## src/rtl/twi_eeprom_pkg.sv

```systemverilog
package twi_eeprom_pkg;

  localparam int BYTE_W = 8;

  typedef enum logic [2:0] {
    ST_IDLE,
    ST_RECV,
    ST_ACK_GAP,
    ST_ACK,
    ST_SEND,
    ST_MACK,
    ST_NEXT,
    ST_IGNORE
  } tgt_state_e;

  typedef enum logic [1:0] {
    BK_CTRL,
    BK_AHI,
    BK_ALO
  } byte_kind_e;

  typedef struct packed {
    logic start;
    logic stop;
    logic scl_rise;
    logic scl_fall;
    logic sda;
  } bus_evt_t;

endpackage

```

## src/rtl/twi_line_monitor.sv

```systemverilog
module twi_line_monitor
  import twi_eeprom_pkg::*;
#(
  parameter int SYNC_STAGES = 2
) (
  input  logic     clk,
  input  logic     rst_n,
  input  logic     scl_i,
  input  logic     sda_i,
  output bus_evt_t evt_o
);

  localparam int TOP = SYNC_STAGES - 1;

  logic [SYNC_STAGES-1:0] scl_pipe;
  logic [SYNC_STAGES-1:0] sda_pipe;
  logic                   scl_last;
  logic                   sda_last;
  logic                   scl_now;
  logic                   sda_now;

  assign scl_now = scl_pipe[TOP];
  assign sda_now = sda_pipe[TOP];

  // idle bus level is high on both lines
  always_ff @(posedge clk or negedge rst_n) begin
    if (!rst_n) begin
      scl_pipe <= '1;
      sda_pipe <= '1;
      scl_last <= 1'b1;
      sda_last <= 1'b1;
    end else begin
      scl_pipe <= {scl_pipe[SYNC_STAGES-2:0], scl_i};
      sda_pipe <= {sda_pipe[SYNC_STAGES-2:0], sda_i};
      scl_last <= scl_now;
      sda_last <= sda_now;
    end
  end

  // an SDA edge counts as a condition only while SCL held high on both samples
  always_comb begin
    evt_o.start    = scl_now & scl_last & sda_last & ~sda_now;
    evt_o.stop     = scl_now & scl_last & ~sda_last & sda_now;
    evt_o.scl_rise = scl_now & ~scl_last;
    evt_o.scl_fall = ~scl_now & scl_last;
    evt_o.sda      = sda_now;
  end

endmodule

```

## src/rtl/ee_word_pointer.sv

```systemverilog
module ee_word_pointer #(
  parameter int ADDR_W = 13
) (
  input  logic              clk,
  input  logic              rst_n,
  input  logic              load_i,
  input  logic [ADDR_W-1:0] load_val_i,
  input  logic              step_i,
  output logic [ADDR_W-1:0] ptr_o
);

  logic [ADDR_W-1:0] ptr_q;
  logic [ADDR_W-1:0] ptr_d;

  // natural modulo-2^ADDR_W wrap on the step
  always_comb begin
    ptr_d = ptr_q;
    if (load_i) begin
      ptr_d = load_val_i;
    end else if (step_i) begin
      ptr_d = ptr_q + ADDR_W'(1);
    end
  end

  always_ff @(posedge clk or negedge rst_n) begin
    if (!rst_n) begin
      ptr_q <= '0;
    end else begin
      ptr_q <= ptr_d;
    end
  end

  assign ptr_o = ptr_q;

endmodule

```

## src/rtl/ee_pattern_array.sv

```systemverilog
module ee_pattern_array #(
  parameter int         ADDR_W = 13,
  parameter logic [7:0] SEED   = 8'h5A
) (
  input  logic [ADDR_W-1:0] addr_i,
  output logic [7:0]        word_o
);

  generate
    if (ADDR_W > 8) begin : g_fold
      logic [7:0] hi_ext;
      assign hi_ext = 8'(addr_i[ADDR_W-1:8]);
      assign word_o = addr_i[7:0] ^ hi_ext ^ SEED;
    end else begin : g_flat
      assign word_o = 8'(addr_i) ^ SEED;
    end
  endgenerate

endmodule

```

## src/rtl/twi_target_ctrl.sv

```systemverilog
module twi_target_ctrl
  import twi_eeprom_pkg::*;
#(
  parameter int         ADDR_W   = 13,
  parameter logic [3:0] DEV_CODE = 4'b1010
) (
  input  logic              clk,
  input  logic              rst_n,
  input  bus_evt_t          evt_i,
  input  logic [2:0]        strap_i,
  input  logic [7:0]        rd_word_i,
  output logic              sda_oe_o,
  output logic              ptr_load_o,
  output logic [ADDR_W-1:0] ptr_load_val_o,
  output logic              ptr_step_o
);

  localparam int CNT_W = $clog2(BYTE_W);
  localparam logic [CNT_W-1:0] LAST_BIT = CNT_W'(BYTE_W - 1);

  tgt_state_e        state_q, state_d;
  byte_kind_e        kind_q, kind_d;
  logic [CNT_W-1:0]  cnt_q, cnt_d;
  logic [BYTE_W-1:0] shreg_q, shreg_d;
  logic [BYTE_W-1:0] hi_q, hi_d;
  logic              rd_q, rd_d;
  logic              oe_q, oe_d;
  logic              ctrl_match;

  assign ctrl_match = (shreg_q[7:4] == DEV_CODE) && (shreg_q[3:1] == strap_i);
  assign ptr_load_val_o = ADDR_W'({hi_q, shreg_q});

  always_comb begin
    state_d    = state_q;
    kind_d     = kind_q;
    cnt_d      = cnt_q;
    shreg_d    = shreg_q;
    hi_d       = hi_q;
    rd_d       = rd_q;
    oe_d       = oe_q;
    ptr_load_o = 1'b0;
    ptr_step_o = 1'b0;

    if (evt_i.start) begin
      state_d = ST_RECV;
      kind_d  = BK_CTRL;
      cnt_d   = '0;
      oe_d    = 1'b0;
    end else if (evt_i.stop) begin
      state_d = ST_IDLE;
      oe_d    = 1'b0;
    end else begin
      case (state_q)
        ST_RECV: begin
          if (evt_i.scl_rise) begin
            shreg_d = {shreg_q[BYTE_W-2:0], evt_i.sda};
            if (cnt_q == LAST_BIT) begin
              cnt_d   = '0;
              state_d = ST_ACK_GAP;
            end else begin
              cnt_d = cnt_q + CNT_W'(1);
            end
          end
        end

        ST_ACK_GAP: begin
          if (evt_i.scl_fall) begin
            case (kind_q)
              BK_CTRL: begin
                if (ctrl_match) begin
                  oe_d    = 1'b1;
                  rd_d    = shreg_q[0];
                  state_d = ST_ACK;
                end else begin
                  state_d = ST_IGNORE;
                end
              end
              BK_AHI: begin
                hi_d    = shreg_q;
                oe_d    = 1'b1;
                state_d = ST_ACK;
              end
              BK_ALO: begin
                ptr_load_o = 1'b1;
                oe_d       = 1'b1;
                state_d    = ST_ACK;
              end
              default: state_d = ST_IGNORE;
            endcase
          end
        end

        ST_ACK: begin
          if (evt_i.scl_fall) begin
            oe_d = 1'b0;
            cnt_d = '0;
            case (kind_q)
              BK_CTRL: begin
                if (rd_q) begin
                  shreg_d = rd_word_i;
                  oe_d    = ~rd_word_i[BYTE_W-1];
                  state_d = ST_SEND;
                end else begin
                  kind_d  = BK_AHI;
                  state_d = ST_RECV;
                end
              end
              BK_AHI: begin
                kind_d  = BK_ALO;
                state_d = ST_RECV;
              end
              default: state_d = ST_IGNORE;
            endcase
          end
        end

        ST_SEND: begin
          if (evt_i.scl_fall) begin
            if (cnt_q == LAST_BIT) begin
              oe_d    = 1'b0;
              state_d = ST_MACK;
            end else begin
              shreg_d = {shreg_q[BYTE_W-2:0], 1'b0};
              oe_d    = ~shreg_q[BYTE_W-2];
              cnt_d   = cnt_q + CNT_W'(1);
            end
          end
        end

        ST_MACK: begin
          if (evt_i.scl_rise) begin
            ptr_step_o = 1'b1;
            state_d    = evt_i.sda ? ST_IGNORE : ST_NEXT;
          end
        end

        ST_NEXT: begin
          if (evt_i.scl_fall) begin
            shreg_d = rd_word_i;
            oe_d    = ~rd_word_i[BYTE_W-1];
            cnt_d   = '0;
            state_d = ST_SEND;
          end
        end

        default: ;
      endcase
    end
  end

  always_ff @(posedge clk or negedge rst_n) begin
    if (!rst_n) begin
      state_q <= ST_IDLE;
      kind_q  <= BK_CTRL;
      cnt_q   <= '0;
      shreg_q <= '0;
      hi_q    <= '0;
      rd_q    <= 1'b0;
      oe_q    <= 1'b0;
    end else begin
      state_q <= state_d;
      kind_q  <= kind_d;
      cnt_q   <= cnt_d;
      shreg_q <= shreg_d;
      hi_q    <= hi_d;
      rd_q    <= rd_d;
      oe_q    <= oe_d;
    end
  end

  assign sda_oe_o = oe_q;

endmodule

```

## src/rtl/twi_eeprom_target.sv

```systemverilog
module twi_eeprom_target
  import twi_eeprom_pkg::*;
#(
  parameter int         ADDR_W      = 13,
  parameter int         SYNC_STAGES = 2,
  parameter logic [3:0] DEV_CODE    = 4'b1010,
  parameter logic [7:0] SEED        = 8'h5A
) (
  input  logic       clk,
  input  logic       rst_n,
  input  logic       scl_i,
  input  logic       sda_i,
  input  logic [2:0] strap_i,
  output logic       sda_oe_o
);

  logic [1:0]        rst_pipe;
  logic              rst_sync_n;
  bus_evt_t          bus_evt;
  logic [ADDR_W-1:0] word_ptr;
  logic [ADDR_W-1:0] ptr_load_val;
  logic              ptr_load;
  logic              ptr_step;
  logic [7:0]        rd_word;

  // asynchronous assertion, synchronous release
  always_ff @(posedge clk or negedge rst_n) begin
    if (!rst_n) begin
      rst_pipe <= '0;
    end else begin
      rst_pipe <= {rst_pipe[0], 1'b1};
    end
  end
  assign rst_sync_n = rst_pipe[1];

  twi_line_monitor #(
    .SYNC_STAGES(SYNC_STAGES)
  ) u_mon (
    .clk   (clk),
    .rst_n (rst_sync_n),
    .scl_i (scl_i),
    .sda_i (sda_i),
    .evt_o (bus_evt)
  );

  twi_target_ctrl #(
    .ADDR_W   (ADDR_W),
    .DEV_CODE (DEV_CODE)
  ) u_ctrl (
    .clk            (clk),
    .rst_n          (rst_sync_n),
    .evt_i          (bus_evt),
    .strap_i        (strap_i),
    .rd_word_i      (rd_word),
    .sda_oe_o       (sda_oe_o),
    .ptr_load_o     (ptr_load),
    .ptr_load_val_o (ptr_load_val),
    .ptr_step_o     (ptr_step)
  );

  ee_word_pointer #(
    .ADDR_W(ADDR_W)
  ) u_ptr (
    .clk        (clk),
    .rst_n      (rst_sync_n),
    .load_i     (ptr_load),
    .load_val_i (ptr_load_val),
    .step_i     (ptr_step),
    .ptr_o      (word_ptr)
  );

  ee_pattern_array #(
    .ADDR_W (ADDR_W),
    .SEED   (SEED)
  ) u_array (
    .addr_i (word_ptr),
    .word_o (rd_word)
  );

endmodule

```

## config.mk

```make
export PLATFORM = sky130hd
export DESIGN_NAME = twi_eeprom_target
export DESIGN_NICKNAME = d
export VERILOG_FILES = /design/src/rtl/twi_eeprom_pkg.sv /design/src/rtl/twi_line_monitor.sv /design/src/rtl/ee_word_pointer.sv /design/src/rtl/ee_pattern_array.sv /design/src/rtl/twi_target_ctrl.sv /design/src/rtl/twi_eeprom_target.sv
export SDC_FILE = /design/constraint.sdc
export NUM_CORES = 1
export LEC_CHECK = 0
export ABC_AREA = 1
export BUFFER_PORTS_ARGS = -buffer_cell sky130_fd_sc_hd__buf_4
export CORE_MARGIN = 2
export CORE_UTILIZATION = 40
export DETAILED_ROUTE_END_ITERATION = 7
export PLACE_DENSITY = 0.66
export RECOVER_POWER = 100
export SLEW_MARGIN = 25
export SYNTH_ARGS = -nofsm -noshare
export SYNTH_HDL_FRONTEND = slang
export SYNTH_SLANG_ARGS = --single-unit
export TNS_END_PERCENT = 5
```

## constraint.sdc

```tcl
create_clock -name clk -period 2.9 [get_ports clk]
set_clock_uncertainty 0.2 [all_clocks]
set_input_delay 0.725 -clock clk [delete_from_list [all_inputs] [get_ports clk]]
set_output_delay 0.725 -clock clk [all_outputs]
set_load 0.05 [all_outputs]
```

# After elaboration in Yosys (flattened, before gate mapping)
# Cells that the tools add are included.
# Widths: inputs -> output; s select.
[classes]
add_sub_neg = 2
multipliers = 0
n_div = 0
order_cmp = 0
eq_ne = 34
shift = 0
mux = 61
bitwise = 17
n_reduce_logical = 19
[op_table]
columns = ["op", "n"]
rows = [
  ["$mux 3", 19],
  ["$mux 8", 7],
  ["$pmux 8 s4", 1],
  ["$mux 13", 2],
  ["$ne 4x4->1 const B", 6],
  ["$mux 1", 20],
  ["$pmux 3 s6", 1],
  ["$add 13x1->13 const B", 1],
  ["$eq 3x3->1 const B", 4],
  ["$ne 3x3->1 const B", 4],
  ["$pmux 3 s2", 2],
  ["$reduce_and 6->1", 2],
  ["$mux 2", 5],
  ["$ne 2x2->1 const B", 5],
  ["$ne 5x4->1 const B", 2],
  ["$reduce_and 10->1", 1],
  ["$reduce_and 5->1", 2],
  ["$pmux 3 s3", 1],
  ["$reduce_and 9->1", 1],
  ["$ne 4x3->1 const B", 2],
  ["$not 1->1", 8],
  ["$reduce_bool 4->1", 2],
  ["$reduce_bool 8->1", 1],
  ["$xor 8x5->8", 1],
  ["other kinds (21)", 33],
]
[word_totals]
register_bits = 44
latch_bits = 0
mem_bits_rw = 0
romBits = 0
input_bits = 7
out_inout_bits = 1
wordCells = 146
n_memories = 0

# Depth between registers and ports, before layout
# Gate-level depths: netlist (run 1).
[depth]
word_depth = 8
depth_mapped = 10
mapped_depth_nobuf = 10

# By module
# From an unflattened synthesis (run 1), not the netlist that was laid out.
[unflattened]
cells_unflattened = 378
area_unflattened_um2 = 2795.2
[modules_own_cells]
columns = ["mod", "n_inst", "cells_each", "area_per_inst_um2", "seq_area_each_um2"]
rows = [
  ["twi_target_ctrl", 1, 219, 1585.3, 575.6],
  ["ee_word_pointer", 1, 110, 837.1, 325.3],
  ["twi_line_monitor", 1, 18, 206.4, 157.7],
  ["ee_pattern_array", 1, 28, 112.6, 0.0],
  ["twi_eeprom_target", 1, 3, 53.8, 50.0],
]

# Worst setup path after synthesis (run 1)
# OpenSTA, ideal clock, no wires.
[synth_path]
path_type = "reg2reg"
startpoint = "register u_mon.scl_pipe[1]"
endpoint = "register u_ptr.ptr_q[10], in the netlist u_ptr.ptr_o[10]"
setup_time_ns = 0.123
t_arrival_ns = 1.375
required_ns = 2.577
path_slack_ns = 1.201
stages_incl_launch_ff = 9
path_buffers = 1
period_less_slack_ns = 1.699
path_cell_list = "dfstp_2 > inv_1 > nand2_1 > inv_1 > nand3_1 > buf_2 > nand3_1 > nand3_1 > o21ai_1"
[synth_between]
elab_chain_len = 7
word_cells_on_any_way = 18
classes_between = "mux: 9; bitwise: 8; reduce/logical: 1"
[synth_lines]
columns = ["element", "line", "text"]
rows = [
  ["start: declaration", "twi_line_monitor.sv:15", "logic [SYNC_STAGES-1:0] scl_pipe;"],
  ["start signal: assignment", "twi_line_monitor.sv:33", "scl_pipe <= {scl_pipe[SYNC_STAGES-2:0], scl_i};"],
  ["$not 1->1", "twi_line_monitor.sv:45", "evt_o.scl_fall = ~scl_now & scl_last;"],
  ["$and 1x1->1", "twi_line_monitor.sv:45", ""],
  ["$mux 1", "twi_target_ctrl.sv:67", "if (evt_i.scl_fall) begin"],
  ["$mux 1", "twi_target_ctrl.sv:53", "case (state_q)"],
  ["$mux 1", "twi_target_ctrl.sv:49", "end else if (evt_i.stop) begin"],
  ["$mux 1", "twi_target_ctrl.sv:44", "if (evt_i.start) begin"],
  ["$mux 13 / $reduce_bool 2->1 (equally long branches)", "-", ""],
  ["end signal: assignment", "ee_word_pointer.sv:29", "ptr_q <= ptr_d;"],
  ["end: declaration", "ee_word_pointer.sv:12", "logic [ADDR_W-1:0] ptr_q;"],
]
# Several ways; a longest one is shown, not always the timed one.
# A chain may end at the register's enable or synchronous reset.

# Final worst setup path (run 1)
[layout_path]
startpoint = "register u_mon.scl_last"
endpoint = "register u_ptr.ptr_q[11], in the netlist u_ptr.ptr_o[11]"
[layout_between]
elab_chain_len = 7
word_cells_on_any_way = 18
classes_between = "mux: 9; bitwise: 8; reduce/logical: 1"
[layout_lines]
columns = ["element", "line", "text"]
rows = [
  ["start: declaration", "twi_line_monitor.sv:17", "logic scl_last;"],
  ["start signal: assignment", "twi_line_monitor.sv:35", "scl_last <= scl_now;"],
  ["$not 1->1", "twi_line_monitor.sv:44", "evt_o.scl_rise = scl_now & ~scl_last;"],
  ["$and 1x1->1", "twi_line_monitor.sv:44", ""],
  ["$mux 1", "twi_target_ctrl.sv:131", "if (evt_i.scl_rise) begin"],
  ["$mux 1", "twi_target_ctrl.sv:53", ""],
  ["$mux 1", "twi_target_ctrl.sv:49", ""],
  ["$mux 1", "twi_target_ctrl.sv:44", ""],
  ["$reduce_bool 2->1 (no line)", "-", ""],
]
# Several ways; a longest one is shown, not always the timed one.

==> results of run 1 <==
## cells by family after synthesis
logic type | synth area share (%)
xor+xnor | 1.27
flops | 40.1
fa+ha+maj | 3.17
other cells | 0.136
simple gates | 37.2
compound gates | 9.77
buf+inv | 8.41
## critical path: cells and delay by family, from the launching register on
kind / cells / cell delay, ns
flip-flops: 1 / 0.56
AO/OA/AOI/OAI: 1 / 0.19
AND/OR/NAND/NOR: 6 / 1.23
buffers and inverters: 1 / 0.18
## through the flow
step	std cells	power, µW	setup slack (ns)	util, %
2_1_floorplan	400	1590	1.20	-
3_3_place_gp	484	1810	0.830	43.0
3_5_place_dp	484	1810	0.742	43.0
4_1_cts	493	2230	0.713	44.5
5_1_grt	493	2400	0.350	44.0
6_report	493	2200	0.495	44.0
## metal layers
| metal | vias to the layer above | wire length [µm] | global-route usage, % |
|---|---|---|---|
| li1 | 1308 | - | - |
| met1 | 1206 | 3040 | 24.4 |
| met2 | 45 | 3160 | 32.0 |
| met3 | 7 | 276 | 3.13 |
| met4 | 0 | 65 | 4.76 |
| met5 | - | 0 | 0 |
## cells in the mapped netlist
library cell,number
nand3_1,49
o22ai_1,4
inv_2,4
inv_1,50
nand2_1,125
clkinv_2,1
dfrtp_1,38
o21ai_1,4
conb_1,1
nor3_1,4
nand3_2,3
buf_4,2
a21oi_1,9
o211ai_1,6
o21ai_0,27
nor2_4,2
nand4_1,7
ha_1,7
dfstp_2,6
xnor2_1,3
nand4_2,1
buf_2,2
nand2_2,2
xor2_1,1
nor2_2,1
nor2_1,40
nor3_4,1
## power by group through the flow
stage | Sequential, µW | Clock [µW] | Combinational (µW)
2_1_floorplan | 897 | 0 | 694
3_3_place_gp | 924 | 0 | 881
3_5_place_dp | 929 | 0 | 879
4_1_cts | 918 | 427 | 887
5_1_grt | 939 | 458 | 999
6_report | 914 | 420 | 863
## final timing paths
check / startpoint / to / slack [ns] / cells after the start
worst min-delay path: rst_pipe[0] / rst_pipe[1] / 0.16 / 0
worst max-delay path: u_mon.scl_last / u_ptr.ptr_o[11] / 0.49 / 8
max in group asynchronous: rst_pipe[1] / u_ctrl.rd_q / 0.98 / 0
worst max register to register: u_mon.scl_last / u_ptr.ptr_o[11] / 0.49 / 8
min in group asynchronous: rst_pipe[1] / u_ctrl.state_q[0] / 0.52 / 0
worst min register to register: rst_pipe[0] / rst_pipe[1] / 0.16 / 0
## flip-flops by register name (all words and copies together) (netlist names)
name,count
u_ctrl.sda_oe_o,1
u_ctrl.shreg_q,8
u_ctrl.cnt_q,3
u_ptr.ptr_o,13
u_mon.sda_pipe,2
u_ctrl.hi_q,5
u_ctrl.kind_q,2
u_mon.sda_last,1
u_ctrl.state_q,3
rst_pipe,2
u_mon.scl_pipe,2
u_mon.scl_last,1
u_ctrl.rd_q,1
## what timing repair did
action                                  CTS  global route
endpoints found under the setup margin    0             0
hold buffers                              1             0
endpoints found under the hold margin     2             0
## cell type report
cell class,count,area (µm²)
repair buffers,9,66.3
multi-input cells,297,1400
well taps,80,100
clock buffers,6,82.6
clock inverters,2,10.0
flip-flops and latches,44,1110
fillers,712,3790
inverters,55,208
==> run_results.csv, run 1 <==
group,metric,value,unit
global_routing,grt_pass1_vias,2376,
sta,finalHoldViolations,0,
final_layout,final_area,0.00297,mm²
clock_network,cts_tree,"built",
final_layout,mostFrequentLayoutCells,"nand2_1, inv_1, nand3_1",
detailed_routing,wl_per_cell,13.3,µm
sta,slew_headroom,-14.0,%
critical_path,crit_slowest_cell,"nor2_1",
placed_design,place_congestion,0.902,
clock_network,clkTransAtPathRegs,0.09,ns
worst_hold_path,hp-class,"register to register",
sta,slew_violations,43,
sta,period_share,82.9,%
clock_network,cts-htree-levels,2,
global_routing,grt_max_degree,43,
logic_synthesis,yosys_warnings,0,
power_and_ir_drop,p_switching,970,µW
die,core-area,0.00676,mm²
logic_synthesis,synth-seq-cells,44,
logic_synthesis,synth_top_cell_by_area,"dfrtp_1",
critical_path,start_kind,"register",
placed_design,dpl.hpwl,4.85,mm
final_layout,drive_above_1_share,5.81,%
critical_path,worst_path_most_repeated_cell,"nand2_1",
sta,setup_viol,0,
critical_path,critPathMaxFanout,12,
placed_design,io_buffer_count,7,
die,die_w,87.2,µm
critical_path,cp.required,2.95,ns
sta,clock.fmax,0.416,GHz
clock_network,ctsLongestPathBuffers,2,
power_and_ir_drop,internal_power,1230,µW
detailed_routing,routed_wl,6.54,mm
power_and_ir_drop,p_seq_share,41.6,%
sta,fin_crit,2.41,ns
logic_synthesis,ys_types,27,
detailed_routing,dr.pass1.iters,6,
logic_synthesis,synthTopCellsByArea,"dfrtp_1, nand2_1, nand3_1, inv_1, dfstp_2",
global_routing,track_usage,18.6,%
clock_network,cts_sinks,44,
clock_network,cts_resized,0,
die,start_util,40.9,%
logic_synthesis,synth_fp_nets,414,
critical_path,crit_arrival,2.46,ns
outcome,outcome,"finished, violations left",
power_and_ir_drop,switching_share,44.2,%
final_layout,area_growth,7.37,%
detailed_routing,vias,2566,
sta,tightest_slew,1.71,ns
logic_synthesis,yosysTopAreaCellShare,34.4,%
placed_design,dpl_cell_area,0.00290,mm²
clock_network,postCtsSetupBuffers,0,
detailed_routing,drt_iter0_drc,174,
die,pin_count,8,
final_layout,final_common_cell,"nand2_1",
die,row_count,30,
power_and_ir_drop,ir_drop,0.000435,V
sta,setup_tns,0,ns
detailed_routing,drc_errors,0,
power_and_ir_drop,p_per_area,739,mW/mm²
power_and_ir_drop,p_leak,0.00156,µW
die,die_y,87.2,µm
critical_path,path_class,"register to register",
global_routing,grt_pass1_wl,11.1,mm
power_and_ir_drop,p_clk_share,19.1,%
global_routing,antenna_found_initial,0,
logic_synthesis,netlist_area,0.00277,mm²
logic_synthesis,synth_seq_area_share,40.1,%
detailed_routing,ant_nets,0,
logic_synthesis,syn_avg_cell_area,6.92,µm²
clock_network,root_buffer,"clkbuf_8",
critical_path,end_kind,"register",
critical_path,critPathMaxStageDelay,0.62,ns
final_layout,diodes,0,
die,die-area,0.00760,mm²
critical_path,path_cells,"nand2_1, inv_1, nand2_1, nor2_1, nor2_1, a21oi_1, nand2_1, nand2_1",
detailed_routing,via_per_inst,5.20,
logic_synthesis,syn_inst,400,
sta,rsz0062_at_grt,"false",
final_layout,nets,426,
run,max_cap_violations,1,
clock_network,cts_buffers,5,
global_routing,gr-total-overflow,0,
sta,hold_slack,0.161,ns
outcome,violations,"max-capacitance violations, max-slew violations",
clock_network,clk_latency,0.31,ns
power_and_ir_drop,combPwrFrac,39.3,%
Note: power is estimated with default switching activity, not from simulation.
==> run 2: changes to the inputs <==
==> constraint.sdc (replaced) <==
create_clock -name clk -period 2.3 [get_ports clk]
set_clock_uncertainty 0.2 [all_clocks]
set_input_delay 0.575 -clock clk [delete_from_list [all_inputs] [get_ports clk]]
set_output_delay 0.575 -clock clk [all_outputs]
set_load 0.05 [all_outputs]
==> run 2 against run 1 <==
  * The flow now finishes without violations
  * Largest power group is now combinational logic
  * Clock-buffer cell count unchanged
  * Critical path depth unchanged
  * Fmax increased by 16%
  * Non-clock buffer count increased by 3
  * Flip-flop and latch count unchanged
  * Critical endpoint is now u_ptr.ptr_o[4]
==> run_results.csv, run 2 (synthesis gave the netlist of run 1 again) <==
group,metric,value,unit
outcome,outcome,"complete, no violations",
final_layout,drive_above_1_share,7.69,%
critical_path,path_class,"register to register",
critical_path,critPathMaxFanout,8,
die,start_util,40.9,%
sta,period_share,90.0,%
die,row_count,30,
placed_design,io_buffer_count,7,
clock_network,clkTransAtPathRegs,0.09,ns
sta,slew_headroom,29.8,%
clock_network,cts-htree-levels,2,
critical_path,crit_buf_inv,2,
die,die-area,0.00760,mm²
placed_design,dpl.hpwl,5.18,mm
detailed_routing,ant_nets,0,
critical_path,end_kind,"register",
sta,tightest_slew,1.05,ns
placed_design,dpl.cell_count,487,
die,pin_count,8,
detailed_routing,top_layer,"met4",
detailed_routing,wl_met3,320,µm
critical_path,crit_slowest_cell,"dfrtp_1",
power_and_ir_drop,p_leak,0.00157,µW
global_routing,grt_max_degree,43,
run,max_cap_violations,0,
global_routing,antenna_found_initial,0,
die,die_w,87.2,µm
global_routing,grt_pass1_wl,11.5,mm
detailed_routing,vias,2632,
sta,setup_tns,0,ns
critical_path,reg2reg_from,"u_ctrl.state_q[1]",
detailed_routing,drt_iter0_drc,234,
detailed_routing,via_per_inst,5.31,
detailed_routing,wl_met1,2.97,mm
detailed_routing,wl_per_cell,13.6,µm
final_layout,final_cells,496,
final_layout,diodes,0,
global_routing,grt_pass1_vias,2475,
clock_network,cts_tree,"built",
power_and_ir_drop,p_per_area,957,mW/mm²
worst_hold_path,hp-class,"register to register",
critical_path,crit_arrival,2.06,ns
clock_network,ctsLongestPathBuffers,2,
worst_hold_path,hold_start,"rst_pipe[0]",
sta,clock.fmax,0.483,GHz
critical_path,path_cells,"inv_1, nor2_1, nand2_2, nor2_2, clkbuf_1, nand2_1, o21ai_0, nor2_1",
sta,finalHoldViolations,0,
final_layout,area_growth,8.91,%
clock_network,cts_buffers,5,
sta,rsz0062_at_grt,"false",
sta,slew_violations,0,
sta,setup_viol,0,
critical_path,cp.required,2.29,ns
detailed_routing,routed_wl,6.76,mm
global_routing,gr-total-overflow,0,
clock_network,cts_sinks,44,
critical_path,start_kind,"register",
die,core-area,0.00676,mm²
clock_network,root_buffer,"clkbuf_8",
final_layout,nets,429,
placed_design,place_congestion,0.907,
detailed_routing,drc_errors,0,
global_routing,track_usage,19.5,%
power_and_ir_drop,ir_drop,0.000529,V
critical_path,critical-path-top-delay-family,"simple AND/OR/NAND/NOR gates",
critical_path,critPathMaxStageDelay,0.51,ns
sta,fin_crit,2.07,ns
clock_network,clk_latency,0.31,ns
die,die_y,87.2,µm
critical_path,worst_path_most_repeated_cell,"nor2_1",
final_layout,largest_reg_flops,13,
final_layout,mostFrequentLayoutCells,"nand2_1, inv_1, nand3_1",
detailed_routing,dr.pass1.iters,5,
final_layout,final_common_cell,"nand2_1",
critical_path,cp-startpoint,"u_ctrl.state_q[1]",
detailed_routing,wl_met2,3.31,mm
## run 2: worst reg2reg max path, delay by kind of cell, from the launching register on
| family | cells | cell delay, ns |
|---|---|---|
| buffers and inverters | 2 | 0.37 |
| AOI/OAI and AO/OA | 1 | 0.07 |
| DFF | 1 | 0.51 |
| and+or+nand+nor | 5 | 0.80 |
## run 2: power by group
group          switching, µW  internal [µW]  total, µW
combinational            780            368       1150
clock                    273            323        596
sequential               199            943       1140
## run 2: cell type report
cell class / instances / area, µm²
clock inverters: 2 / 35.0
repair buffers: 12 / 78.8
multi-input cells: 297 / 1410
clock buffers: 6 / 72.6
flip-flops and latches: 44 / 1110
fillers: 716 / 3740
inverters: 55 / 208
well taps: 80 / 100
## run 2: routing by layer
metal | vias to the layer above | GRT usage (%)
met5 | - | 0
met1 | 1232 | 25.4
li1 | 1315 | -
met2 | 69 | 32.0
met4 | 0 | 8.81
met3 | 16 | 3.03
## run 2: what timing repair did
action,in CTS,in global routing
hold endpoints to repair,2,0
hold buffers,1,0
buffers inserted,0,0
endpoints found under the setup margin,0,0
gates resized for setup,0,0
## run 2: worst paths after layout
kind / to / slack (ns) / cells after the start
setup / recovery: u_ptr.ptr_o[4] / 0.23 / 8
hold / removal: rst_pipe[1] / 0.16 / 0
setup reg to reg: u_ptr.ptr_o[4] / 0.23 / 8
hold reg to reg: rst_pipe[1] / 0.16 / 0
max in group asynchronous: u_ptr.ptr_o[12] / 0.93 / 1
min in group asynchronous: u_ctrl.shreg_q[1] / 0.32 / 1
## run 2: metrics by stage
stage	worst slack, ns	area [µm²]	hold slack (ns)	total power (µW)	util [%]
2_1_floorplan	0.601	2770	0.0794	2010	-
3_3_place_gp	0.309	2930	0.133	2300	43.3
3_5_place_dp	0.346	2930	0.140	2320	43.3
4_1_cts	0.306	3040	0.151	2930	45.0
5_1_grt	0.0796	3010	0.160	3120	44.6
6_report	0.229	3010	0.157	2880	44.6
==> run 3: changes to the inputs <==
--- a/config.mk
+++ b/config.mk
@@ -7,10 +7,12 @@
 export LEC_CHECK = 0
 export ABC_AREA = 1
 export BUFFER_PORTS_ARGS = -buffer_cell sky130_fd_sc_hd__buf_4
+export CELL_PAD_IN_SITES_DETAIL_PLACEMENT = 0
+export CELL_PAD_IN_SITES_GLOBAL_PLACEMENT = 1
 export CORE_MARGIN = 2
 export CORE_UTILIZATION = 40
 export DETAILED_ROUTE_END_ITERATION = 7
-export PLACE_DENSITY = 0.66
+export PLACE_DENSITY = 0.82
 export RECOVER_POWER = 100
 export SLEW_MARGIN = 25
 export SYNTH_ARGS = -nofsm -noshare
==> run 3 against run 2 <==
  * Register-to-register slack gained 0.02 ns
  * Sequential share of layout area about the same
  * Routed wire length increased by 3.8%
  * Global-route usage rose by 0.94 points
  * Clock-buffer cell count stayed put
  * First-iteration DRC count decreased by 1.7%
  * Critical endpoint is now u_ptr.ptr_o[12]
  * Die area did not move
  * Total power is 3.1% lower
  * Non-clock buffer count up 2
  * Fmax is 1.1% higher
==> run_results.csv, run 3 (synthesis gave the netlist of run 1 again) <==
group,metric,value,unit
detailed_routing,routed_wl,7.02,mm
clock_network,cts-htree-levels,2,
sta,finalHoldViolations,0,
die,die_w,87.2,µm
critical_path,cp.required,2.32,ns
run,max_cap_violations,0,
final_layout,diodes,0,
final_layout,final_common_cell,"nand2_1",
detailed_routing,wl_per_cell,14.1,µm
worst_hold_path,hp-class,"register to async pin",
power_and_ir_drop,p_leak,0.00157,µW
detailed_routing,drt_iter0_drc,230,
global_routing,track_usage,20.4,%
sta,slew_violations,0,
critical_path,critPathMaxFanout,10,
critical_path,end_kind,"register",
global_routing,grt_max_degree,33,
detailed_routing,via_per_inst,5.35,
critical_path,reg2reg_from,"u_ctrl.state_q[2]",
die,start_util,40.9,%
critical_path,path_cells,"inv_2, nand2_1, nor2_1, nand3_1, buf_2, o21ai_0, nand2_1, o21ai_0",
clock_network,postCtsSetupBuffers,0,
final_layout,nets,431,
placed_design,io_buffer_count,7,
clock_network,cts_tree,"built",
sta,rsz0062_at_grt,"false",
detailed_routing,ant_nets,0,
die,pin_count,8,
sta,period_share,89.1,%
sta,fin_crit,2.05,ns
final_layout,post-route-util,44.5,%
final_layout,largest_reg_flops,13,
sta,tightest_slew,0.852,ns
global_routing,antenna_found_initial,0,
die,core-area,0.00676,mm²
global_routing,gr-total-overflow,0,
critical_path,critPathMaxStageDelay,0.51,ns
critical_path,critical-path-top-delay-family,"flip-flops",
detailed_routing,vias,2663,
critical_path,crit_buf_inv,2,
detailed_routing,dr.pass1.iters,5,
clock_network,root_buffer,"clkbuf_8",
critical_path,crit_slowest_cell,"dfrtp_1",
final_layout,drive_above_1_share,7.66,%
clock_network,clk_latency,0.30,ns
placed_design,dpl.hpwl,5.29,mm
outcome,outcome,"complete, no violations",
clock_network,clkTransAtPathRegs,0.09,ns
global_routing,grt_pass1_wl,12.3,mm
critical_path,crit_arrival,2.07,ns
critical_path,cp-startpoint,"u_ctrl.state_q[2]",
clock_network,cts_buffers,5,
power_and_ir_drop,p_per_area,929,mW/mm²
clock_network,cts_sinks,44,
sta,setup_viol,0,
sta,clock.fmax,0.488,GHz
final_layout,mostFrequentLayoutCells,"nand2_1, inv_1, nand3_1",
clock_network,ctsLongestPathBuffers,2,
sta,slew_headroom,43.2,%
final_layout,area_growth,8.68,%
global_routing,grt_pass1_vias,2531,
die,row_count,30,
die,die_y,87.2,µm
sta,setup_tns,0,ns
critical_path,path_class,"register to register",
die,die-area,0.00760,mm²
critical_path,start_kind,"register",
placed_design,place_congestion,0.861,
detailed_routing,drc_errors,0,
power_and_ir_drop,ir_drop,0.000423,V
## run 3: cell types whose count changed in the layout (fill, tap and decap cells not counted), sizes merged
cell         previous run  this run
clkbuf                 12        11
clkinvlp                0         1
inv                    54        55
buf                     5         7
bufinv                  1         0
dlygate4sd3             1         2
clkinv                  2         1
## run 3: cell type report
| class | instances | area (µm²) |
|---|---|---|
| Fill cell | 718 | 3750 |
| Multi-Input combinational cell | 297 | 1410 |
| Sequential cell | 44 | 1110 |
| Inverter | 55 | 206 |
| Tap cell | 80 | 100 |
| Timing Repair Buffer | 14 | 97.6 |
| Clock buffer | 6 | 72.6 |
| Clock inverter | 2 | 16.3 |
## run 3: metrics by stage
| step | std cells | instance area (µm²) | total power (µW) | worst slack (ns) | hold slack [ns] |
|---|---|---|---|---|---|
| after floorplan | 400 | 2770 | 2010 | 0.601 | 0.0794 |
| after global placement | 488 | 2930 | 2310 | 0.249 | -0.0749 |
| after detailed placement | 488 | 2930 | 2300 | 0.344 | -0.0712 |
| after CTS | 498 | 3040 | 2810 | 0.306 | 0.104 |
| after global routing | 498 | 3010 | 3050 | 0.0718 | 0.166 |
| final | 498 | 3010 | 2790 | 0.251 | 0.160 |
## run 3: final timing paths
check | end | slack [ns] | depth (start not counted)
min in group clk | rst_pipe[1] | 0.16 | 0
worst max-delay path | u_ptr.ptr_o[12] | 0.25 | 8
worst max register to register | u_ptr.ptr_o[12] | 0.25 | 8
max in group asynchronous | u_ctrl.hi_q[2] | 0.88 | 1
worst min register to register | u_mon.scl_pipe[0] | 0.16 | 0
worst min-delay path | u_mon.scl_pipe[0] | 0.16 | 0
## run 3: worst reg2reg max path, cell delays in order, from the launching register on
cell and delay (ns):
dfrtp_1 0.51, inv_2 0.16, nand2_1 0.10, nor2_1 0.13
nand3_1 0.15, buf_2 0.23, o21ai_0 0.33, nand2_1 0.09
o21ai_0 0.08
## run 3: where the power goes
group | total, µW | switching, µW | internal (µW)
combinational | 1150 | 772 | 373
sequential | 1150 | 205 | 942
clock | 502 | 285 | 217
## run 3: repair_timing
| item | 4_1_cts | 5_1_grt |
|---|---|---|
| gates resized for setup | 0 | 0 |
| hold buffers | 2 | 0 |
| endpoints found under the hold margin | 6 | 0 |
## run 3: per-layer routing
layer / track usage [%] / up-vias / share of wire, %
met5: 0 / - / 0
met4: 4.20 / 0 / 0.91
met3: 2.37 / 6 / 4.9
met2: 31.1 / 73 / 44
met1: 31.4 / 1255 / 50
li1: - / 1329 / -
